`config.mk`:
```
export PLATFORM = sky130hd
export DESIGN_NAME = ir_irq_ctrl
export DESIGN_NICKNAME = d
export VERILOG_FILES = /design/src/rtl/irqc_pkg.sv /design/src/rtl/irqc_group.sv /design/src/rtl/irqc_mode_reg.sv /design/src/rtl/irqc_gate.sv /design/src/rtl/ir_irq_ctrl.sv
export SDC_FILE = /design/constraint.sdc
export NUM_CORES = 1
export LEC_CHECK = 0
export ABC_AREA = 0
export BUFFER_PORTS_ARGS = -buffer_cell sky130_fd_sc_hd__buf_2
export CELL_PAD_IN_SITES_DETAIL_PLACEMENT = 1
export CELL_PAD_IN_SITES_GLOBAL_PLACEMENT = 2
export CORE_MARGIN = 2
export CORE_UTILIZATION = 36
export CTS_BUF_LIST = sky130_fd_sc_hd__clkbuf_16
export DETAILED_ROUTE_END_ITERATION = 7
export PLACE_DENSITY = 0.88
export SYNTH_ARGS = -nofsm -noshare
export SYNTH_HDL_FRONTEND = slang
export SYNTH_HIERARCHICAL = 1
export SYNTH_SLANG_ARGS = --single-unit
export TNS_END_PERCENT = 50
```
`constraint.sdc`:
```
create_clock -name clk -period 5.05 [get_ports clk]
set_clock_uncertainty 0.15 [all_clocks]
set_input_delay 1.01 -clock clk [delete_from_list [all_inputs] [get_ports clk]]
set_output_delay 1.01 -clock clk [all_outputs]
set_load 0.05 [all_outputs]
```
`src/rtl/irqc_pkg.sv`:
```
package irqc_pkg;

   localparam int NEV = 5;
   localparam int REG_W_MIN = 16;

   typedef enum logic [1:0] {
      MODE_SLOW = 2'b00,
      MODE_RSVD = 2'b01,
      MODE_TOP  = 2'b10,
      MODE_MID  = 2'b11
   } xfer_mode_e;

   localparam int MODE_LSB  = 14;
   localparam int TOPM_FIFO = 8;
   localparam int TOPM_FAST = 4;
   localparam int TOPM_SLOW = 0;

   localparam logic [15:0] MODE_KEEP   = 16'hC111;
   localparam logic [15:0] MODE_RESET  = 16'h0111;

   // status bit position of each event index
   function automatic int ev_pos(int i);
      case (i)
         0:       return 7;
         1:       return 8;
         2:       return 9;
         3:       return 11;
         default: return 15;
      endcase
   endfunction

   // event index owning a status bit, -1 if the bit is unused
   function automatic int ev_idx(int b);
      for (int i = 0; i < NEV; i++)
         if (ev_pos(i) == b) return i;
      return -1;
   endfunction

   function automatic logic [15:0] ev_spread(logic [NEV-1:0] ev);
      logic [15:0] r;
      r = '0;
      for (int i = 0; i < NEV; i++) r[ev_pos(i)] = ev[i];
      return r;
   endfunction

endpackage

```
`src/rtl/irqc_group.sv`:
```
module irqc_group
   import irqc_pkg::*;
#(
   parameter int DATA_W = 16
) (
   input  logic              clk,
   input  logic              rst_n,
   input  logic [NEV-1:0]    ev_in,
   input  logic              mask_we,
   input  logic              clr_we,
   input  logic [DATA_W-1:0] wdata,
   output logic [DATA_W-1:0] stat_q,
   output logic [DATA_W-1:0] mask_q,
   output logic              pend
);

   for (genvar b = 0; b < DATA_W; b++) begin : g_bit
      localparam int IDX = ev_idx(b);
      if (IDX >= 0) begin : g_live
         logic s_r, m_r;
         always_ff @(posedge clk or negedge rst_n) begin
            if (!rst_n) begin
               s_r <= 1'b0;
               m_r <= 1'b1;
            end else begin
               if (ev_in[IDX])
                  s_r <= 1'b1;
               else if (clr_we && wdata[b])
                  s_r <= 1'b0;
               if (mask_we)
                  m_r <= wdata[b];
            end
         end
         assign stat_q[b] = s_r;
         assign mask_q[b] = m_r;
      end else begin : g_tie
         assign stat_q[b] = 1'b0;
         assign mask_q[b] = 1'b0;
      end
   end

   assign pend = |(stat_q & ~mask_q);

   logic unused_wbits;
   assign unused_wbits = ^wdata;

endmodule

```
`src/rtl/irqc_mode_reg.sv`:
```
module irqc_mode_reg
   import irqc_pkg::*;
#(
   parameter int DATA_W = 16
) (
   input  logic              clk,
   input  logic              rst_n,
   input  logic              we,
   input  logic [DATA_W-1:0] wdata,
   output xfer_mode_e        mode_q,
   output logic              top_fifo_q,
   output logic              top_fast_q,
   output logic              top_slow_q,
   output logic [DATA_W-1:0] rdata
);

   always_ff @(posedge clk or negedge rst_n) begin
      if (!rst_n) begin
         mode_q     <= MODE_SLOW;
         top_fifo_q <= MODE_RESET[TOPM_FIFO];
         top_fast_q <= MODE_RESET[TOPM_FAST];
         top_slow_q <= MODE_RESET[TOPM_SLOW];
      end else if (we) begin
         mode_q     <= xfer_mode_e'(wdata[MODE_LSB+1:MODE_LSB]);
         top_fifo_q <= wdata[TOPM_FIFO];
         top_fast_q <= wdata[TOPM_FAST];
         top_slow_q <= wdata[TOPM_SLOW];
      end
   end

   always_comb begin
      rdata = '0;
      rdata[MODE_LSB+1:MODE_LSB] = mode_q;
      rdata[TOPM_FIFO] = top_fifo_q;
      rdata[TOPM_FAST] = top_fast_q;
      rdata[TOPM_SLOW] = top_slow_q;
   end

   logic unused_wbits;
   assign unused_wbits = ^wdata;

endmodule

```
`src/rtl/irqc_gate.sv`:
```
module irqc_gate
   import irqc_pkg::*;
(
   input  xfer_mode_e     mode,
   input  logic [NEV-1:0] ev,
   input  logic           top_slow,
   input  logic           top_fast,
   input  logic           pend_slow,
   input  logic           pend_fast,
   output logic [NEV-1:0] ev_slow,
   output logic [NEV-1:0] ev_fast,
   output logic           irq
);

   always_comb begin
      ev_slow = '0;
      ev_fast = '0;
      irq     = 1'b0;
      case (mode)
         MODE_SLOW: begin
            ev_slow = ev;
            irq     = pend_slow & ~top_slow;
         end
         MODE_MID, MODE_TOP: begin
            ev_fast = ev;
            irq     = pend_fast & ~top_fast;
         end
         default: ;
      endcase
   end

endmodule

```
`src/rtl/ir_irq_ctrl.sv`:
```
module ir_irq_ctrl
   import irqc_pkg::*;
#(
   parameter int DATA_W  = 16,
   parameter int ADDR_W  = 3,
   parameter int A_MODE  = 0,
   parameter int A_SSTAT = 1,
   parameter int A_SMASK = 2,
   parameter int A_SCLR  = 3,
   parameter int A_FSTAT = 4,
   parameter int A_FMASK = 5,
   parameter int A_FCLR  = 6
) (
   input  logic              clk,
   input  logic              rst_n,
   input  logic [NEV-1:0]    ev_pulse,
   input  logic              bus_sel,
   input  logic              bus_wr,
   input  logic [ADDR_W-1:0] bus_addr,
   input  logic [DATA_W-1:0] bus_wdata,
   output logic [DATA_W-1:0] bus_rdata,
   output logic              irq_o
);

   localparam int NADDR = 2 ** ADDR_W;
   localparam int NGRP  = 2;

   if (DATA_W < REG_W_MIN) begin : g_chk_w
      $error("ir_irq_ctrl: DATA_W below 16 cannot hold status bit 15");
   end
   if (A_MODE >= NADDR || A_SSTAT >= NADDR || A_SMASK >= NADDR || A_SCLR >= NADDR ||
       A_FSTAT >= NADDR || A_FMASK >= NADDR || A_FCLR >= NADDR) begin : g_chk_a
      $error("ir_irq_ctrl: register address outside ADDR_W range");
   end

   logic wr_en;
   assign wr_en = bus_sel & bus_wr;

   xfer_mode_e        mode_q;
   logic              top_fifo_q, top_fast_q, top_slow_q;
   logic [DATA_W-1:0] mode_rd;

   irqc_mode_reg #(.DATA_W(DATA_W)) u_mode (
      .clk        (clk),
      .rst_n      (rst_n),
      .we         (wr_en && bus_addr == ADDR_W'(A_MODE)),
      .wdata      (bus_wdata),
      .mode_q     (mode_q),
      .top_fifo_q (top_fifo_q),
      .top_fast_q (top_fast_q),
      .top_slow_q (top_slow_q),
      .rdata      (mode_rd)
   );

   logic [NEV-1:0] ev_slow, ev_fast;
   logic [NGRP-1:0][DATA_W-1:0] grp_stat, grp_mask;
   logic [NGRP-1:0] grp_pend;

   irqc_gate u_gate (
      .mode      (mode_q),
      .ev        (ev_pulse),
      .top_slow  (top_slow_q),
      .top_fast  (top_fast_q),
      .pend_slow (grp_pend[0]),
      .pend_fast (grp_pend[1]),
      .ev_slow   (ev_slow),
      .ev_fast   (ev_fast),
      .irq       (irq_o)
   );

   for (genvar g = 0; g < NGRP; g++) begin : g_grp
      localparam int AM = (g == 0) ? A_SMASK : A_FMASK;
      localparam int AC = (g == 0) ? A_SCLR  : A_FCLR;
      irqc_group #(.DATA_W(DATA_W)) u_grp (
         .clk     (clk),
         .rst_n   (rst_n),
         .ev_in   ((g == 0) ? ev_slow : ev_fast),
         .mask_we (wr_en && bus_addr == ADDR_W'(AM)),
         .clr_we  (wr_en && bus_addr == ADDR_W'(AC)),
         .wdata   (bus_wdata),
         .stat_q  (grp_stat[g]),
         .mask_q  (grp_mask[g]),
         .pend    (grp_pend[g])
      );
   end

   always_comb begin
      bus_rdata = '0;
      if (bus_sel) begin
         if (bus_addr == ADDR_W'(A_MODE))       bus_rdata = mode_rd;
         else if (bus_addr == ADDR_W'(A_SSTAT)) bus_rdata = grp_stat[0];
         else if (bus_addr == ADDR_W'(A_SMASK)) bus_rdata = grp_mask[0];
         else if (bus_addr == ADDR_W'(A_FSTAT)) bus_rdata = grp_stat[1];
         else if (bus_addr == ADDR_W'(A_FMASK)) bus_rdata = grp_mask[1];
      end
   end

   logic unused_fifo;
   assign unused_fifo = top_fifo_q;

endmodule

```
**Word level (Yosys, flattened, before mapping)**

Cells that the tools add are included.

- Register bits after elaboration: 25
- Bits of input ports: 28
- Logic and storage cells: 100

- Eq/ne operators: 8
- Mux-type cells: 29
- Bitwise logic cells: 9
- Reductions and logical operators: 30

Operators by type and width:

| operator | count |
|---|---|
| $mux W16 | 6 |
| $and A16 B16 Y16 | 2 |
| $not A16 Y16 | 2 |
| $reduce_or A16 Y1 | 2 |
| $mux W1 | 20 |
| $reduce_bool A2 Y1 | 10 |
| $logic_and A1 B1 Y1 | 15 |
| $mux W5 | 2 |
| $eq A3 B3 Y1 const B | 3 |
| $eq A3 B2 Y1 const B | 2 |
| $eq A2 B2 Y1 const B | 2 |
| $and A1 B1 Y1 | 3 |
| $eq A3 B1 Y1 const B | 1 |
| $logic_not A3 Y1 | 1 |
| $logic_not A2 Y1 | 1 |
| $not A1 Y1 | 2 |
| $pmux W1 S2 | 1 |
| $reduce_or A2 Y1 | 1 |

**Depth between registers and ports, before layout**

Gate-level depths: netlist (run 1).

- Word-level depth: 7
- Gate-level depth with buffers: 7

**Modules after synthesis**

Netlist (run 1), hierarchy kept.

By module, submodules not included:

| module | instances | cells an instance | area an instance (um^2) |
|---|---|---|---|
| irqc_group | 2 | 69 | 648.1 |
| ir_irq_ctrl | 1 | 104 | 744.5 |
| irqc_mode_reg | 1 | 27 | 309.0 |
| irqc_gate | 1 | 14 | 91.3 |

**Worst setup path before layout (run 1)**

No wires, ideal clock.

- Path kind: in2out
- Start point: in bus_addr[2]
- End point: out bus_rdata[11]
- Data arrival time: 2.359 ns
- Required time: 3.890 ns
- Setup slack: 1.531 ns
- Stages: 5
- Path through: buf_6 -> nor2_1 -> buf_4 -> a222oi_1 -> nor2_1

- Cells in the longest elaborated chain, start to end: 7
- Elaborated cells between the ends (all ways): 11

Ends and longest elaborated chain:

| what | RTL line | RTL |
|---|---|---|
| start: declaration | ir_irq_ctrl.sv:19 | `input logic [ADDR_W-1:0] bus_addr,` |
| $eq A3 B3 Y1 | ir_irq_ctrl.sv:94 | `else if (bus_addr == ADDR_W'(A_FMASK)) bus_rdata = grp_mask[1];` |
| $mux W16 | ir_irq_ctrl.sv:94 |  |
| $mux W16 | ir_irq_ctrl.sv:93 | `else if (bus_addr == ADDR_W'(A_FSTAT)) bus_rdata = grp_stat[1];` |
| $mux W16 | ir_irq_ctrl.sv:92 | `else if (bus_addr == ADDR_W'(A_SMASK)) bus_rdata = grp_mask[0];` |
| $mux W16 | ir_irq_ctrl.sv:91 | `else if (bus_addr == ADDR_W'(A_SSTAT)) bus_rdata = grp_stat[0];` |
| $mux W16 (*) | ir_irq_ctrl.sv:90 | `if (bus_addr == ADDR_W'(A_MODE)) bus_rdata = mode_rd;` |
| $mux W16 (*) | ir_irq_ctrl.sv:89 | `if (bus_sel) begin` |
| end: declaration | ir_irq_ctrl.sv:21 | `output logic [DATA_W-1:0] bus_rdata,` |

Every way passes the cells marked *; elsewhere a longest branch is shown, timed or not.

**Worst setup path after layout (run 1)**

- Start point: in bus_addr[2]
- End point: out bus_rdata[9]

The elaborated chain is that of the path after synthesis.

==> key figures, run 1 <==
Yosys
  • Syn_area_per_cell: 8.63 sq um
  • Sequential fraction of the synthesis area: 26.3%
  • Post-synth top area share: 24.9%
  • Main flop type after synthesis: dfstp_2
  • Synth area leaders: buf_4 (25%), dfstp_2 (14%), dfrtp_1 (12%)
  • Synth warn: 6
  • Mapped Area: 2440 sq um
  • Asr flop ratio synth: 100%
  • Synth unique cells: 29
  • Post-Syn Instances: 283
  • Synthesized flop and latch total: 25
  • Largest area contributor in the netlist: buf_4
  • Post-synth EDFFs: 0

Floorplan
  • Die X: 86.3 um
  • I/O pin count: 45
  • CORE AREA: 6680 sq um
  • Starting Density: 36.5%
  • Die area: 7460 sq um
  • Die height: 86.3 um
  • Num rows: 30

Drt
  • DRT Wirelength: 5.20 mm
  • Avg WL per Cell: 14.2 um
  • Iter 0 DRT Violations: 89
  • DRT antenna net count: 0
  • Total vias in the final route: 1721
  • # DRC: 0
  • Pre-Repair DR Iteration Count: 8
  • Vias per cell: 4.70

Global route
  • Initial antenna violation count: 0
  • Number of global-route vias before repair: 1776
  • Gr usage total: 14.4%
  • Remaining global-route overflow: 0
  • Pin count of the biggest net entering global routing: 35
  • First-pass GRT wire length: 8.69 mm

Final layout
  • NumNets Final: 315
  • Proportion of layout cells with a drive suffix above 1: 29.0%
  • Fillers: 838
  • Synth-to-layout area growth: -4.66%
  • Most frequent cells in the layout: conb_1 (55), buf_2 (36), mux2_2 (21)
  • Most common cell after layout, fill and taps aside: conb_1
  • Antenna Cells: 0

Pwr
  • Seq pwr share: 42.8%
  • Lkg Pwr: 1.05 nW
  • Peak VDD IR: 0.187 mV
  • Clock Power Share: 26.4%
  • P_int: 0.441 mW
  • Switching power: 0.226 mW
  • Combinational power share: 30.7%
  • Power per cell area: 287 nW/um^2
  • Sw Ratio: 33.9%

Clock network
  • Post-CTS Setup Inserts: 0
  • # H-tree levels: 1
  • CTS Buffer Depth: 2
  • Hold-fix buffers, CTS: 0
  • Worst skew pair latency: 0.26 ns
  • Root buf cell: clkbuf_16
  • CTS tree: built
  • Total CTS buffers: 3
  • Resized Gates After CTS: 0
  • CTS sink count: 25
  • Clk slew on worst S/H paths: 0.07 ns

Place
  • Hpwl dp: 3.88 mm
  • Placer's final routability congestion estimate: 0.810
  • IO Port Bufs: 36
  • Placement Setup Slack: 1.42 ns

Hold path
  • Hold Path Class: reg2reg

Critical path
  • Critical Path AT: 2.45 ns
  • Worst reg2reg setup slack: 3.72 ns
  • Crit path capture type: output port
  • Most frequent CP cell: buf_2
  • CP Launch Type: input pin
  • Max incr delay on CP: 0.39 ns
  • Worst Path Required: 3.89 ns
  • Worst path cell trace: buf_2 -> buf_4 -> mux2_2 -> a222oi_1 -> nor2_1 -> buf_2
  • Critical Path Fanout Max: 34
  • Type of the worst setup path: in2out
  • Crit path max-delay cell type: mux2_2

Flow run
  • MaxCap Viol Count: 0

Timing
  • Min Tclk post-route: 3.61 ns
  • Setup_tns: 0 ns
  • Final setup viols: 0
  • Hold Fails Final Rpt: 0
  • Fin crit share: 71.5%
  • Least-Margin Pin Slew: 0.937 ns
  • Rel. slew slack: 37.0%
  • Final Max Tran Viols: 0
  • F_max: 277 MHz
  • Fin worst setup slack: 1.44 ns
  • RSZ-0062 raised after global routing: no

Status
  • Status: completed
-- per-stage QoR --
stage               hold WS [ns]  utilization [%]  cells  area [sq um]  total power, mW
floorplan                  0.319                -    335          2640            0.513
finish                     0.355             34.8    366          2330            0.667
detailed placement         0.344             33.7    362          2250            0.495
global route               0.387             34.8    366          2330            0.703
CTS                        0.358             34.8    366          2330            0.671
global placement           0.338             33.7    362          2250            0.488
-- synthesized netlist by cell type (3+ instances only) --
master / n
a21o_1: 10
a222oi_1: 18
and2_1: 5
and2_2: 5
buf_2: 6
buf_4: 81
buf_6: 4
conb_1: 3
dfrtp_1: 12
dfstp_2: 13
inv_1: 10
mux2_1: 4
mux2_2: 21
nand2_1: 18
nand2b_1: 13
nor2_1: 20
nor3b_1: 3
o21ai_0: 10
o21ai_1: 13
or2b_1: 3
-- path summary, 6_finish.rpt --
check | endpoint | start | depth (start not counted)
max | bus_rdata[9] | bus_addr[2] | 6
min | g_grp[1].u_grp/g_bit[11].g_live.m_r | g_grp[1].u_grp/g_bit[11].g_live.m_r | 2
max reg2reg | g_grp[0].u_grp/g_bit[9].g_live.s_r | u_mode/mode_q[1] | 3
min reg2reg | g_grp[1].u_grp/g_bit[11].g_live.m_r | g_grp[1].u_grp/g_bit[11].g_live.m_r | 2
max in group asynchronous | g_grp[0].u_grp/g_bit[9].g_live.m_r | rst_n | 1
min in group asynchronous | g_grp[1].u_grp/g_bit[11].g_live.s_r | rst_n | 1
-- power groups by stage --
stage / logic, mW / registers (mW) / clock network (mW)
finish: 0.205 / 0.286 / 0.176
global route: 0.229 / 0.292 / 0.183
CTS: 0.207 / 0.286 / 0.178
detailed placement: 0.206 / 0.289 / 0
global placement: 0.201 / 0.287 / 0
floorplan: 0.237 / 0.276 / 0
-- routing by layer --
| metal | wire length, um | track usage, % | share of wire, % |
|---|---|---|---|
| met1 | 2370 | 18.5 | 46 |
| met2 | 2620 | 26.4 | 50 |
| met3 | 143 | 1.24 | 2.8 |
| met4 | 57 | 3.13 | 1.1 |
| met5 | 0 | 0 | 0 |
-- final cells by class --
type	count	area [sq um]	share of cell area (%)
Clock buffer	3	75.1	3.23
Clock inverter	1	3.75	0.161
Inverter	10	37.5	1.61
Multi-Input combinational cell	206	1250	53.8
Sequential cell	25	642	27.6
Tap cell	80	100	4.30
Timing Repair Buffer	41	218	9.35
-- state kept, by name, indices dropped and copies added, names as in the netlist --
| name | count |
|---|---|
| g_grp.u_grp/g_bit.g_live.m_r | 10 |
| g_grp.u_grp/g_bit.g_live.s_r | 10 |
| u_mode/mode_q | 2 |
| u_mode/top_fast_q | 1 |
| u_mode/top_fifo_q | 1 |
| u_mode/top_slow_q | 1 |
-- worst max-delay path: cells and delay by family --
| family | cells | cell delay (ns) |
|---|---|---|
| mux | 1 | 0.39 |
| simple gates | 1 | 0.09 |
| compound gates | 1 | 0.28 |
| buf+inv | 3 | 0.68 |
-- kinds of logic (layout without fill, tap and decap cells) --
logic type / after synthesis / after routing / share of synthesized area [%]
buffers and inverters: 104 / 55 / 30.4
muxes: 25 / 25 / 11.5
and+or+nand+nor: 73 / 73 / 15.4
AOI/OAI and AO/OA: 53 / 53 / 15.9
DFF: 25 / 25 / 26.3
other: 3 / 55 / 0.461
Note: power is estimated with default switching activity, not from simulation.
==> run 2, diff against run 1 <==
--- a/config.mk
+++ b/config.mk
@@ -5,15 +5,15 @@
 export SDC_FILE = /design/constraint.sdc
 export NUM_CORES = 1
 export LEC_CHECK = 0
-export ABC_AREA = 0
+export ABC_AREA = 1
 export BUFFER_PORTS_ARGS = -buffer_cell sky130_fd_sc_hd__buf_2
 export CELL_PAD_IN_SITES_DETAIL_PLACEMENT = 1
 export CELL_PAD_IN_SITES_GLOBAL_PLACEMENT = 2
 export CORE_MARGIN = 2
-export CORE_UTILIZATION = 36
+export CORE_UTILIZATION = 28
 export CTS_BUF_LIST = sky130_fd_sc_hd__clkbuf_16
 export DETAILED_ROUTE_END_ITERATION = 7
-export PLACE_DENSITY = 0.88
+export PLACE_DENSITY = 0.8
 export SYNTH_ARGS = -nofsm -noshare
 export SYNTH_HDL_FRONTEND = slang
 export SYNTH_HIERARCHICAL = 1
==> constraint.sdc (replaced) <==
create_clock -name clk -period 3.2 [get_ports clk]
set_clock_uncertainty 0.15 [all_clocks]
set_input_delay 0.64 -clock clk [delete_from_list [all_inputs] [get_ports clk]]
set_output_delay 0.64 -clock clk [all_outputs]
set_load 0.05 [all_outputs]
==> run 2 against run 1 <==
Sequential cell count did not move. Count of clock-buffer cells in the layout did not move. Wire length rose by 20%. Sequential power rose by 57%. Register-to-register slack got worse by 1.9 ns. Utilization fell by 6.9 points. Clock power rose by 60%. Combinational power rose by 69%. Largest power group unchanged. Worst setup slack got worse by 1.0 ns.
==> key figures, run 2 <==
Status
  • Status: completed

Critical path
  • Crit path capture type: output port
  • CP Launch Type: input pin
  • Worst path cell trace: buf_2 -> inv_1 -> nand2_4 -> inv_2 -> a21oi_1 -> a21oi_1 -> buf_2
  • Crit path max-delay cell type: buf_2
  • Critical Path AT: 1.99 ns (-0.46 ns)
  • Worst Path Required: 2.41 ns (-1.48 ns)
  • Max incr delay on CP: 0.30 ns (-0.09 ns)
  • Critical Path Fanout Max: 25 (-26%)
  • Type of the worst setup path: in2out
  • Critical path startpoint: bus_addr[2]
  • Delay-heaviest family, CP: buffers and inverters
  • Buffers & Inverters on Critical Path: 4 (+1)
  • Origin of the critical flop-to-flop path: u_mode/mode_q[1]

Place
  • Hpwl dp: 4.80 mm (+24%)
  • Placer's final routability congestion estimate: 0.763 (-5.8%)
  • IO Port Bufs: 36 (unchanged)
  • Placement Setup Slack: 0.374 ns (-1.04 ns)

Yosys
  • Synthesized flop and latch total: 25 (unchanged)
  • Post-Syn Instances: 389 (+37%)
  • Main flop type after synthesis: dfstp_2
  • Largest area contributor in the netlist: buf_4
  • Sequential fraction of the synthesis area: 24.6% (-1.7 points)
  • Most common cell in the netlist: nand2_1
  • Syn_area_per_cell: 6.72 sq um (-22%)
  • Asr flop ratio synth: 100% (unchanged)
  • Post-synth EDFFs: 0 (unchanged)
  • Mapped Area: 2610 sq um (+7.1%)
  • Post-synth top area share: 23.8% (-1.1 points)
  • Synth area leaders: buf_4 (24%), dfstp_2 (13%), nand2_1 (13%)
  • Synth cell count leaders: nand2_1 (91), buf_4 (83), nand3_1 (32)
  • Synth warn: 6 (unchanged)
  • Synth unique cells: 27 (-6.9%)

Drt
  • DRT antenna net count: 0 (unchanged)
  • Avg WL per Cell: 12.4 um (-13%)
  • Iter 0 DRT Violations: 53 (-40%)
  • Pre-Repair DR Iteration Count: 4 (-4)
  • Vias per cell: 4.19 (-11%)
  • Total vias in the final route: 2114 (+23%)
  • DRT Wirelength: 6.24 mm (+20%)
  • # DRC: 0 (unchanged)

Timing
  • Rel. slew slack: 57.7% (+21 points)
  • Final setup viols: 0 (unchanged)
  • Fin worst setup slack: 0.423 ns (-1.02 ns)
  • Least-Margin Pin Slew: 0.632 ns (-0.305 ns)
  • Fin Hold WS: 0.224 ns (-0.131 ns)
  • RSZ-0062 raised after global routing: no
  • F_max: 360 MHz
  • Fin crit share: 86.8%
  • Hold Fails Final Rpt: 0 (unchanged)
  • Setup_tns: 0 ns (unchanged)
  • Min Tclk post-route: 2.78 ns
  • Final Max Tran Viols: 0 (unchanged)

Clock network
  • Worst skew pair latency: 0.25 ns (about the same)
  • Total CTS buffers: 3 (unchanged)
  • CTS sink count: 25 (unchanged)
  • # H-tree levels: 1 (unchanged)
  • Clk slew on worst S/H paths: 0.07 ns (about the same)
  • CTS Buffer Depth: 2 (unchanged)
  • Root buf cell: clkbuf_16
  • Resized Gates After CTS: 0 (unchanged)
  • Hold-fix buffers, CTS: 0 (unchanged)
  • CTS tree: built
  • Post-CTS Setup Inserts: 0 (unchanged)

Final layout
  • Most common cell after layout, fill and taps aside: nand2_1
  • Antenna Cells: 0 (unchanged)
  • Regs by FF count: g_grp.u_grp/g_bit.g_live.m_r x10, g_grp.u_grp/g_bit.g_live.s_r x10, u_mode/mode_q x2
  • Most frequent cells in the layout: nand2_1 (91), conb_1 (55), buf_2 (36)
  • Proportion of layout cells with a drive suffix above 1: 22.3% (-6.7 points)
  • Share of the core filled with cells: 28.0% (-6.9 points)
  • Synth-to-layout area growth: -2.11%
  • NumNets Final: 423 (+34%)

Pwr
  • Sw Ratio: 37.5% (+3.6 points)
  • Peak VDD IR: 0.302 mV (+61%)
  • P_int: 0.672 mW (+52%)
  • Clock Power Share: 26.1% (-0.3 points)
  • Tot Pwr: 1.08 mW (+61%)
  • Power per cell area: 420 nW/um^2 (+47%)
  • Lkg Pwr: 1.32 nW (+26%)
  • Switching power: 0.403 mW (+78%)
  • Combinational power share: 32.2% (+1.5 points)
  • Seq pwr share: 41.7% (-1.1 points)

Global route
  • Remaining global-route overflow: 0 (unchanged)
  • First-pass GRT wire length: 10.5 mm (+20%)
  • Grt met1 use: 17.3% (-1.1 points)
  • Grt peak-use layer: met2
  • Pin count of the biggest net entering global routing: 29 (-17%)
  • M2 GR Usage: 22.7% (-3.7 points)
  • Met3 Track Usage GR: 0.971% (-0.27 points)
  • Initial antenna violation count: 0 (unchanged)
  • Number of global-route vias before repair: 2168 (+22%)
  • Gr usage total: 12.8% (-1.6 points)

Floorplan
  • Num rows: 35 (+17%)
  • Die X: 101 um (+17%)
  • CORE AREA: 9150 sq um (+37%)
  • Die height: 101 um (+17%)
  • Die area: 10100 sq um (+36%)
  • I/O pin count: 45 (unchanged)
  • Starting Density: 28.6% (-8.0 points)

Hold path
  • Hold Path Class: in2async

Flow run
  • MaxCap Viol Count: 0 (unchanged)
-- run 2: cell count changes after synthesis, moves of 13 or more --
cell,before,now
nand3_1,2,32
o21ai_0,10,26
a222oi_1,18,0
nand2b_1,13,0
a21oi_1,0,20
inv_1,10,26
nand2_1,18,91
o21ai_1,13,0
mux2_2,21,0
-- run 2: metrics by stage --
| step | std cells | area [sq um] |
|---|---|---|
| after floorplan | 441 | 2810 |
| after global placement | 501 | 2480 |
| after detailed placement | 501 | 2480 |
| after CTS | 505 | 2560 |
| after global routing | 505 | 2560 |
| final | 505 | 2560 |
-- run 2: per-layer routing --
layer / routed length (um) / part of all wire, %
met1: 3020 / 48
met2: 3050 / 49
met3: 137 / 2.2
met4: 31 / 0.50
met5: 0 / 0
-- run 2: worst paths after layout --
kind	to	slack (ns)	cells past startpoint
max	bus_rdata[7]	0.42	7
min	g_grp[1].u_grp/g_bit[8].g_live.s_r	0.22	1
max reg2reg	g_grp[0].u_grp/g_bit[11].g_live.s_r	1.86	4
min reg2reg	u_mode/top_fast_q	0.32	2
max in group asynchronous	u_mode/mode_q[1]	2.28	1
min in group clk	u_mode/top_fast_q	0.32	2
-- run 2: cell families (layout without fill, tap and decap cells) --
kind of cell | count (synthesis) | in the layout | share of synthesized area [%]
simple gates | 183 | 183 | 32.7
buf+inv | 124 | 77 | 31.2
compound gates | 54 | 54 | 11.1
flops | 25 | 25 | 24.6
other cells | 3 | 55 | 0.431
-- run 2: power groups by stage --
| stage | combinational [mW] | sequential [mW] | clock, mW |
|---|---|---|---|
| floorplan | 0.385 | 0.434 | 0 |
| global placement | 0.339 | 0.454 | 0 |
| detailed placement | 0.349 | 0.455 | 0 |
| CTS | 0.350 | 0.450 | 0.291 |
| global route | 0.394 | 0.459 | 0.299 |
| finish | 0.346 | 0.448 | 0.281 |
-- run 2: final cells by class --
type / instances / area (sq um)
sequential: 25 / 642
tap: 111 / 139
timing repair buffer: 42 / 225
clock buffer: 3 / 75.1
fill: 1190 / 6590
inverter: 31 / 119
clock inverter: 1 / 7.51
multi-input combinational: 292 / 1350
